[config.mk]
export PLATFORM = sky130hd
export DESIGN_NAME = dual_word_blank_mux
export DESIGN_NICKNAME = d
export VERILOG_FILES = /design/src/rtl/dwb_pkg.sv /design/src/rtl/dwb_blank_hold.sv /design/src/rtl/dwb_word_pick.sv /design/src/rtl/dwb_stall_mon.sv /design/src/rtl/dual_word_blank_mux.sv
export SDC_FILE = /design/constraint.sdc
export NUM_CORES = 1
export LEC_CHECK = 0
export BUFFER_PORTS_ARGS = -buffer_cell sky130_fd_sc_hd__buf_2
export CORE_ASPECT_RATIO = 0.9
export CORE_MARGIN = 5
export CORE_UTILIZATION = 38
export DETAILED_ROUTE_END_ITERATION = 7
export PLACE_DENSITY_LB_ADDON = 0.05
export SLEW_MARGIN = 20
export SYNTH_ARGS = -nofsm -noshare
export SYNTH_HDL_FRONTEND = slang
export SYNTH_SLANG_ARGS = --single-unit
[constraint.sdc]
create_clock -name clk -period 3.2 [get_ports clk]
set_input_delay 0.16 -clock clk [delete_from_list [all_inputs] [get_ports clk]]
set_output_delay 0.16 -clock clk [all_outputs]
set_load 0.1 [all_outputs]
[src/rtl/dwb_pkg.sv]
package dwb_pkg;
    typedef enum logic {
        PICK_B = 1'b0,
        PICK_A = 1'b1
    } pick_e;
endpackage

[src/rtl/dwb_blank_hold.sv]
module dwb_blank_hold (
    input  logic clk,
    input  logic rst,
    input  logic sel_a,
    input  logic blank_req,
    output logic eff_blank,
    output logic held_q
);
    typedef struct packed {
        logic held;
    } hold_t;

    hold_t st_d, st_q;

    always_comb begin
        st_d      = st_q;
        eff_blank = st_q.held;
        if (sel_a) begin
            eff_blank  = blank_req;
            st_d.held  = blank_req;
        end
        if (rst) begin
            st_d.held = 1'b0;
        end
    end

    always_ff @(negedge clk) begin
        st_q <= st_d;
    end

    assign held_q = st_q.held;
endmodule

[src/rtl/dwb_word_pick.sv]
module dwb_word_pick #(
    parameter int DATA_W = 8
) (
    input  logic              clk,
    input  logic              rst,
    input  logic [DATA_W-1:0] word_a,
    input  logic [DATA_W-1:0] word_b,
    input  logic              sel_a,
    input  logic              eff_blank,
    output logic [DATA_W-1:0] code_q,
    output logic              blank_q
);
    import dwb_pkg::*;

    typedef struct packed {
        logic [DATA_W-1:0] code;
        logic              blank;
    } out_t;

    out_t  st_d, st_q;
    pick_e pick;

    always_comb begin
        pick       = pick_e'(sel_a);
        st_d.code  = (pick == PICK_A) ? word_a : word_b;
        st_d.blank = eff_blank;
        if (eff_blank) begin
            st_d.code = '1;
        end
        if (rst) begin
            st_d = '0;
        end
    end

    always_ff @(negedge clk) begin
        st_q <= st_d;
    end

    assign code_q  = st_q.code;
    assign blank_q = st_q.blank;
endmodule

[src/rtl/dwb_stall_mon.sv]
module dwb_stall_mon #(
    parameter int STALL_LIMIT = 64
) (
    input  logic clk,
    input  logic rst,
    input  logic sel_a,
    input  logic held,
    output logic flag_q
);
    localparam int CNT_W = $clog2(STALL_LIMIT + 2);
    localparam logic [CNT_W-1:0] SAT = CNT_W'(STALL_LIMIT + 1);
    localparam logic [CNT_W-1:0] LIM = CNT_W'(STALL_LIMIT);

    typedef struct packed {
        logic [CNT_W-1:0] run;
        logic             flag;
    } mon_t;

    mon_t st_d, st_q;

    always_comb begin
        st_d = st_q;
        if (!sel_a && held) begin
            if (st_q.run != SAT) begin
                st_d.run = st_q.run + 1'b1;
            end
        end else begin
            st_d.run = '0;
        end
        st_d.flag = (st_d.run > LIM);
        if (rst) begin
            st_d = '0;
        end
    end

    always_ff @(negedge clk) begin
        st_q <= st_d;
    end

    assign flag_q = st_q.flag;
endmodule

[src/rtl/dual_word_blank_mux.sv]
module dual_word_blank_mux #(
    parameter int DATA_W      = 8,
    parameter int STALL_LIMIT = 64
) (
    input  logic              clk,
    input  logic              rst,
    input  logic [DATA_W-1:0] word_a,
    input  logic [DATA_W-1:0] word_b,
    input  logic              sel_a,
    input  logic              blank_req,
    output logic [DATA_W-1:0] code_out,
    output logic              blank_out,
    output logic              stall_flag
);
    logic eff_blank;
    logic held_q;

    dwb_blank_hold u_hold (
        .clk       (clk),
        .rst       (rst),
        .sel_a     (sel_a),
        .blank_req (blank_req),
        .eff_blank (eff_blank),
        .held_q    (held_q)
    );

    dwb_word_pick #(.DATA_W(DATA_W)) u_pick (
        .clk       (clk),
        .rst       (rst),
        .word_a    (word_a),
        .word_b    (word_b),
        .sel_a     (sel_a),
        .eff_blank (eff_blank),
        .code_q    (code_out),
        .blank_q   (blank_out)
    );

    dwb_stall_mon #(.STALL_LIMIT(STALL_LIMIT)) u_mon (
        .clk    (clk),
        .rst    (rst),
        .sel_a  (sel_a),
        .held   (held_q),
        .flag_q (stall_flag)
    );
endmodule

==> results.md, run 1 <==
* Status: finished clean
* Routed via count at 733
* Initial antenna violation count at 0
* CTS Hold Bufs at 0
* Via density per instance at 4.791
* H-tree levels at 1
* Count of pins on the block boundary at 30
* Worst max-slew margin expressed relative to the limit at 0.6741
* Register clock-pin slew on the reported worst setup and hold paths at 0.04 ns
* Number of nets in the finished design at 151
* Kind of cell adding the most delay to the critical path: buffers and inverters
* Core Footprint at 1933 sq um
* Dominant combinational cell family by area after synthesis: simple AND/OR/NAND/NOR gates
* Min-Delay Path Depth at 2
* Die footprint at 3062 sq um
* FP Rows at 15
* Post-DP Area at 944.7 sq um
* DR DRC count at 0
* Combined area of all synthesized cells at 780.7 sq um
* Fillers at 196
* Req. time, crit path at 3.04 ns
* Total wirelength of the detailed-routed design at 1.742 mm
* Kind of start point of the critical path: register
* Endpoint of the most critical register-to-register path: u_mon.flag_q
* Seq/Total Area, Yosys at 0.4359
* Worst Setup SP: u_pick.blank_q
* Post-CTS Setup Inserts at 0
* DRC marker count from the first detailed-route iteration at 12
* Area fraction in compound gates after synthesis at 0.1426
* Adder-cell share of the synthesized area at 0.03205
* Insertion delay of the later-clocked pin in the worst-skew pair at 0.35 ns
* Post-synthesis register bit count at 17
* Post-DP HPWL at 1.238 mm
* Number of nets with antenna violations after detailed routing at 0
* Stages on the worst setup path at 1
* Clock tree from TritonCTS: built
* Synth Net Count at 103
* Worst slack on hold paths at 0.4983 ns
* Peak supply drop at 0.4189 mV
* Leak pwr at 0.5361 nW
* CTS Sinks at 17
* Final hold vios at 0
* Worst-case register-to-register setup slack at 1.48 ns
* Syn avg cell area at 9.639 sq um
* Syn-to-layout area delta at 35.42%
* Slew at the pin with the worst max-slew slack at 0.4922 ns
* Worst reg2reg path depth at 6
* WP buf/inv at 1
* Cell count after synthesis at 81
* Critical Path Max Stage Delay at 0.45 ns
* Worst setup endpoint: blank_out
* Final setup fails at 0
* Proportion of layout cells with a drive suffix above 1 at 0.2969
* First-pass GRT wire length at 2.946 mm
* Buffers on Ports at 29
* Total global routing track utilization at 0.1255
* Max Slew Vio Count at 0
* Setup repair after global routing missed its margin: no
* Final design area excluding fillers at 1057 sq um
* Final routed wire length divided by cell count at 11.39 um
* Cell Chain, Critical Path: buf_2
* Fin Setup TNS at 0 ns
* Utilization after layout at 0.5469
* Starting density of the core at 0.4039
* Overall die width at 57.78 um
* Slowest-stage cell, CP: sky130_fd_sc_hd__buf_2
* Maximum number of pins on one net before global-route repair at 12
* Count of cells resized by post-cts repair at 0
* Root buffer cell: sky130_fd_sc_hd__clkbuf_4
* XOR/XNOR share of the synthesized area at 0.07853
* Number of unique standard cell types used by synthesis at 28
* Count of max-cap constraint violations at 0
* Power density cells at 584.2 nW/um^2
* Post-synthesis simple-gate area fraction at 0.1683
* Worst R2R Start: u_mon.st_q[2]
* Maximum root-to-sink buffer count at 2
* Clock tree skew after final layout at 0.003999 ns
* Gpl congestion at 0.7386
* Number of synthesis warnings at 0
* Mux contribution to synthesized area at 0.1026
* Classification of the worst setup path: register to output pin
* Critical path data arrival time at 2.76 ns
* Final global-route overflow total at 0
* Type of the worst min-delay path: register to register
* DRT Pass-1 Iters at 4
* CP max FO at 2
* Vias in the first global route at 756
* Clock buffer count from CTS at 3
* Critical path capture point type: output pin
* N_diodes at 0
* Chip Height at 53 um
[Yosys cell counts]
master                      instances  area share
sky130_fd_sc_hd__a2111oi_2          1       0.019
sky130_fd_sc_hd__nand2b_4           1       0.018
sky130_fd_sc_hd__nand4_1            1      0.0080
sky130_fd_sc_hd__buf_6              1       0.014
sky130_fd_sc_hd__nand3_2            1       0.013
sky130_fd_sc_hd__or2_1              1      0.0080
sky130_fd_sc_hd__nand3_1            3       0.019
sky130_fd_sc_hd__ha_1               2       0.032
sky130_fd_sc_hd__a41o_1             2       0.026
sky130_fd_sc_hd__a21boi_1           1      0.0096
sky130_fd_sc_hd__buf_2              1      0.0064
sky130_fd_sc_hd__mux2i_1            8        0.10
sky130_fd_sc_hd__nor2_1            11       0.053
sky130_fd_sc_hd__o21ai_0            8       0.051
sky130_fd_sc_hd__and4_1             1       0.011
sky130_fd_sc_hd__nand2_1            3       0.014
sky130_fd_sc_hd__inv_1              3       0.014
sky130_fd_sc_hd__clkbuf_1           1      0.0048
sky130_fd_sc_hd__a21o_1             1      0.0096
sky130_fd_sc_hd__xor2_1             4       0.045
sky130_fd_sc_hd__and2_1             1      0.0080
sky130_fd_sc_hd__o311ai_1           1       0.011
sky130_fd_sc_hd__nor2_2             1      0.0080
sky130_fd_sc_hd__xnor2_1            3       0.034
sky130_fd_sc_hd__nand2b_1           1      0.0080
sky130_fd_sc_hd__a211oi_1           1      0.0096
sky130_fd_sc_hd__dfxtp_1           17        0.44
sky130_fd_sc_hd__a21oi_1            1      0.0064
[layout by cell type (no fill, tap or decap), drive strengths merged]
cell type and n:
a2111oi 1, a211oi 1, a21boi 1, a21o 1
a21oi 1, a41o 2, and2 1, and4 1
buf 30, bufinv 1, clkbuf 3, dfxtp 17
ha 2, inv 19, mux2i 8, nand2 3
nand2b 2, nand3 4, nand4 1, nor2 12
o21ai 8, o311ai 1, or2 1, xnor2 3
xor2 4
[routing by layer]
layer	vias up	wire length [um]	track usage
li1	378	-	-
met1	320	714	0.1266
met2	33	840	0.1992
met3	2	170	0.07561
met4	0	17	0.07336
met5	-	0	0
[power breakdown]
part	leakage [nW]	switching [mW]	internal (mW)
sequential	0.140	0.00307	0.224
combinational	0.278	0.0939	0.0249
clock	0.118	0.118	0.154
[final cells by class]
cell class,instances,area [sq um],area share
Clock buffer,3,22.52,0.02130
Clock inverter,18,93.84,0.08876
Inverter,2,7.507,0.007101
Multi-Input combinational cell,58,409.1,0.3870
Sequential cell,17,340.3,0.3219
Tap cell,25,31.28,0.02959
Timing Repair Buffer,30,152.6,0.1444
[state kept, by name (all words and copies together) (netlist names)]
register,count
u_pick.code_q,8
u_mon.st_q,7
u_mon.flag_q,1
u_pick.blank_q,1
[how the worst min path moves through the flow]
stage,startpoint,to,slack [ns]
after floorplan,u_mon.st_q[7],u_mon.st_q[7],0.50
after global placement,u_pick.blank_q,u_mon.flag_q,0.49
after detailed placement,u_pick.blank_q,u_mon.flag_q,0.50
after CTS,u_pick.blank_q,u_mon.flag_q,0.51
after global routing,u_pick.blank_q,u_mon.flag_q,0.53
final,u_pick.blank_q,u_mon.flag_q,0.50
[kinds of logic (layout without fill, tap and decap cells)]
| kind of cell | count (synthesis) | in the layout |
|---|---|---|
| AOI/OAI and AO/OA | 16 | 16 |
| adders and majority gates | 2 | 2 |
| buffers and inverters | 6 | 53 |
| xor gates and xnor gates | 7 | 7 |
| muxes | 8 | 8 |
| DFF | 17 | 17 |
| and+or+nand+nor | 25 | 25 |
[stage by stage]
stage	setup WS (ns)	power (mW)	cells
finish	0.2807	0.6176	153
global route	0.2193	0.6728	153
CTS	0.2527	0.6341	153
detailed placement	0.3914	0.3840	133
global placement	0.4093	0.3832	133
floorplan	0.3705	0.3598	81
Power figures use the tool's default switching activity.
==> run 2: changes to the inputs <==
--- a/config.mk
+++ b/config.mk
@@ -5,13 +5,15 @@
 export SDC_FILE = /design/constraint.sdc
 export NUM_CORES = 1
 export LEC_CHECK = 0
+export ABC_CLOCK_PERIOD_IN_PS = 3200
 export BUFFER_PORTS_ARGS = -buffer_cell sky130_fd_sc_hd__buf_2
 export CORE_ASPECT_RATIO = 0.9
 export CORE_MARGIN = 5
 export CORE_UTILIZATION = 38
 export DETAILED_ROUTE_END_ITERATION = 7
-export PLACE_DENSITY_LB_ADDON = 0.05
+export PLACE_DENSITY = 0.65
 export SLEW_MARGIN = 20
 export SYNTH_ARGS = -nofsm -noshare
 export SYNTH_HDL_FRONTEND = slang
 export SYNTH_SLANG_ARGS = --single-unit
+export TNS_END_PERCENT = 100
==> run 2 against run 1 <==
Effect of this change: clock power fell by 27%; critical path depth did not move; cell count is 0.65% lower; design area decreased by 2.7%; register-to-register slack barely moved; via count shrank 2.9%; highest routed layer is now met3.
==> results.md, run 2 (synthesized netlist as in run 1, its figures left out) <==
* First-pass GRT wire length at 2.815 mm
* Count of cells resized by post-cts repair at 0
* Clock buffer count from CTS at 3
* Power density cells at 529.0 nW/um^2
* Worst R2R Start: u_mon.st_q[2]
* Root buffer cell: sky130_fd_sc_hd__clkbuf_4
* Largest register FFs at 8
* CTS Hold Bufs at 0
* Final design area excluding fillers at 1028 sq um
* Status: finished clean
* Peak supply drop at 0.3185 mV
* Core Footprint at 1933 sq um
* Req. time, crit path at 3.04 ns
* Post-CTS Setup Inserts at 0
* Final routed wire length divided by cell count at 11.51 um
* Maximum number of pins on one net before global-route repair at 12
* Kind of cell adding the most delay to the critical path: buffers and inverters
* Insertion delay of the later-clocked pin in the worst-skew pair at 0.37 ns
* Buffers on Ports at 29
* WP buf/inv at 1
* Final setup fails at 0
* Vias in the first global route at 712
* Slew at the pin with the worst max-slew slack at 0.4958 ns
* Clock tree skew after final layout at 0.01819 ns
* Final global-route overflow total at 0
* Final hold vios at 0
* Fillers at 191
* Min-Delay Path Depth at 2
* Worst reg2reg path depth at 6
* Fin Setup TNS at 0 ns
* Post-DP Area at 937.1 sq um
* Gpl congestion at 0.7788
* Total wirelength of the detailed-routed design at 1.749 mm
* Critical path capture point type: output pin
* Die footprint at 3062 sq um
* Via density per instance at 4.684
* Count of pins on the block boundary at 30
* Overall die width at 57.78 um
* Worst Hold Endpoint: u_mon.flag_q
* Number of nets with antenna violations after detailed routing at 0
* Register clock-pin slew on the reported worst setup and hold paths at 0.04 ns
* Starting density of the core at 0.4039
* Type of the worst min-delay path: register to register
* Slowest-stage cell, CP: sky130_fd_sc_hd__buf_2
* Maximum root-to-sink buffer count at 2
* Routed via count at 712
* Most frequent cells in the layout: sky130_fd_sc_hd__buf_2, sky130_fd_sc_hd__inv_1, sky130_fd_sc_hd__dfxtp_1
* Critical path data arrival time at 2.76 ns
* Max Slew Vio Count at 0
* CTS Sinks at 17
* Syn-to-layout area delta at 31.73%
* Classification of the worst setup path: register to output pin
* Critical Path Max Stage Delay at 0.45 ns
* Initial antenna violation count at 0
* Number of nets in the finished design at 150
* FP Rows at 15
* Count of max-cap constraint violations at 0
* Clock tree from TritonCTS: built
* Worst max-slew margin expressed relative to the limit at 0.6717
* Setup repair after global routing missed its margin: no
* H-tree levels at 1
* Most frequent standard cell in the layout excluding fill and tap cells: sky130_fd_sc_hd__buf_2
* Leak pwr at 0.5213 nW
* N_diodes at 0
* Worst-case register-to-register setup slack at 1.49 ns
* Kind of start point of the critical path: register
* Proportion of layout cells with a drive suffix above 1 at 0.2913
* Chip Height at 53 um
* DRC marker count from the first detailed-route iteration at 5
* Total global routing track utilization at 0.1208
* Startpoint of the lowest-slack hold path: u_pick.blank_q
* Post-DP HPWL at 1.290 mm
* Cell Chain, Critical Path: buf_2
* Stages on the worst setup path at 1
* DR DRC count at 0
* Endpoint of the most critical register-to-register path: u_mon.flag_q
* DRT Pass-1 Iters at 3
* CP max FO at 2
## run 2: cell types whose count changed in the layout (fill, tap and decap cells not counted)
cell                        before  now
sky130_fd_sc_hd__buf_4           1    0
sky130_fd_sc_hd__bufinv_16       1    0
sky130_fd_sc_hd__clkinv_4        0    1
## run 2: worst max-delay path by stage
stage | start | to | slack [ns]
finish | u_pick.blank_q | blank_out | 0.28
global placement | sel_a | u_mon.flag_q | 0.29
detailed placement | sel_a | u_mon.flag_q | 0.24
floorplan | sel_a | u_mon.flag_q | 0.37
CTS | u_pick.blank_q | blank_out | 0.25
global route | u_pick.blank_q | blank_out | 0.22
## run 2: through the flow
stage / power (mW) / instances / hold WS (ns) / setup WS, ns / utilization
global route: 0.5817 / 152 / 0.5309 / 0.2201 / 0.5320
floorplan: 0.3598 / 81 / 0.4984 / 0.3705 / -
finish: 0.5441 / 152 / 0.5128 / 0.2754 / 0.5320
detailed placement: 0.3834 / 132 / 0.4977 / 0.2403 / 0.4848
global placement: 0.3822 / 132 / 0.4946 / 0.2865 / 0.4848
CTS: 0.5585 / 152 / 0.5146 / 0.2526 / 0.5320
## run 2: area by class of cell
| class | instances | area (sq um) | area share |
|---|---|---|---|
| Timing Repair Buffer | 29 | 145.1 | 0.1411 |
| Tap cell | 25 | 31.28 | 0.03041 |
| Inverter | 2 | 7.507 | 0.007299 |
| Clock inverter | 18 | 72.57 | 0.07056 |
| Clock buffer | 3 | 22.52 | 0.02190 |
| Sequential cell | 17 | 340.3 | 0.3309 |
| Multi-Input combinational cell | 58 | 409.1 | 0.3978 |
## run 2: power breakdown
part           switching (mW)  internal [mW]  total, mW
Clock                   0.123         0.0764      0.199
Sequential            0.00334          0.224      0.227
Combinational          0.0940         0.0241      0.118
Total                   0.220          0.324      0.544
## run 2: worst reg2reg max path: cells and delay by family (launching register included)
kind                       cells  cell delay, ns
DFF                            1            0.45
buffers and inverters          1            0.07
adders and majority gates      1            0.17
and+or+nand+nor                1            0.17
AOI/OAI and AO/OA              3            0.73
## run 2: per-layer routing
layer	part of all wire	GRT usage	vias to the layer above
met4	0	0.05792	0
met1	0.41	0.1281	321
met2	0.52	0.1880	16
li1	-	-	375
met5	0	0	-
met3	0.063	0.07561	0
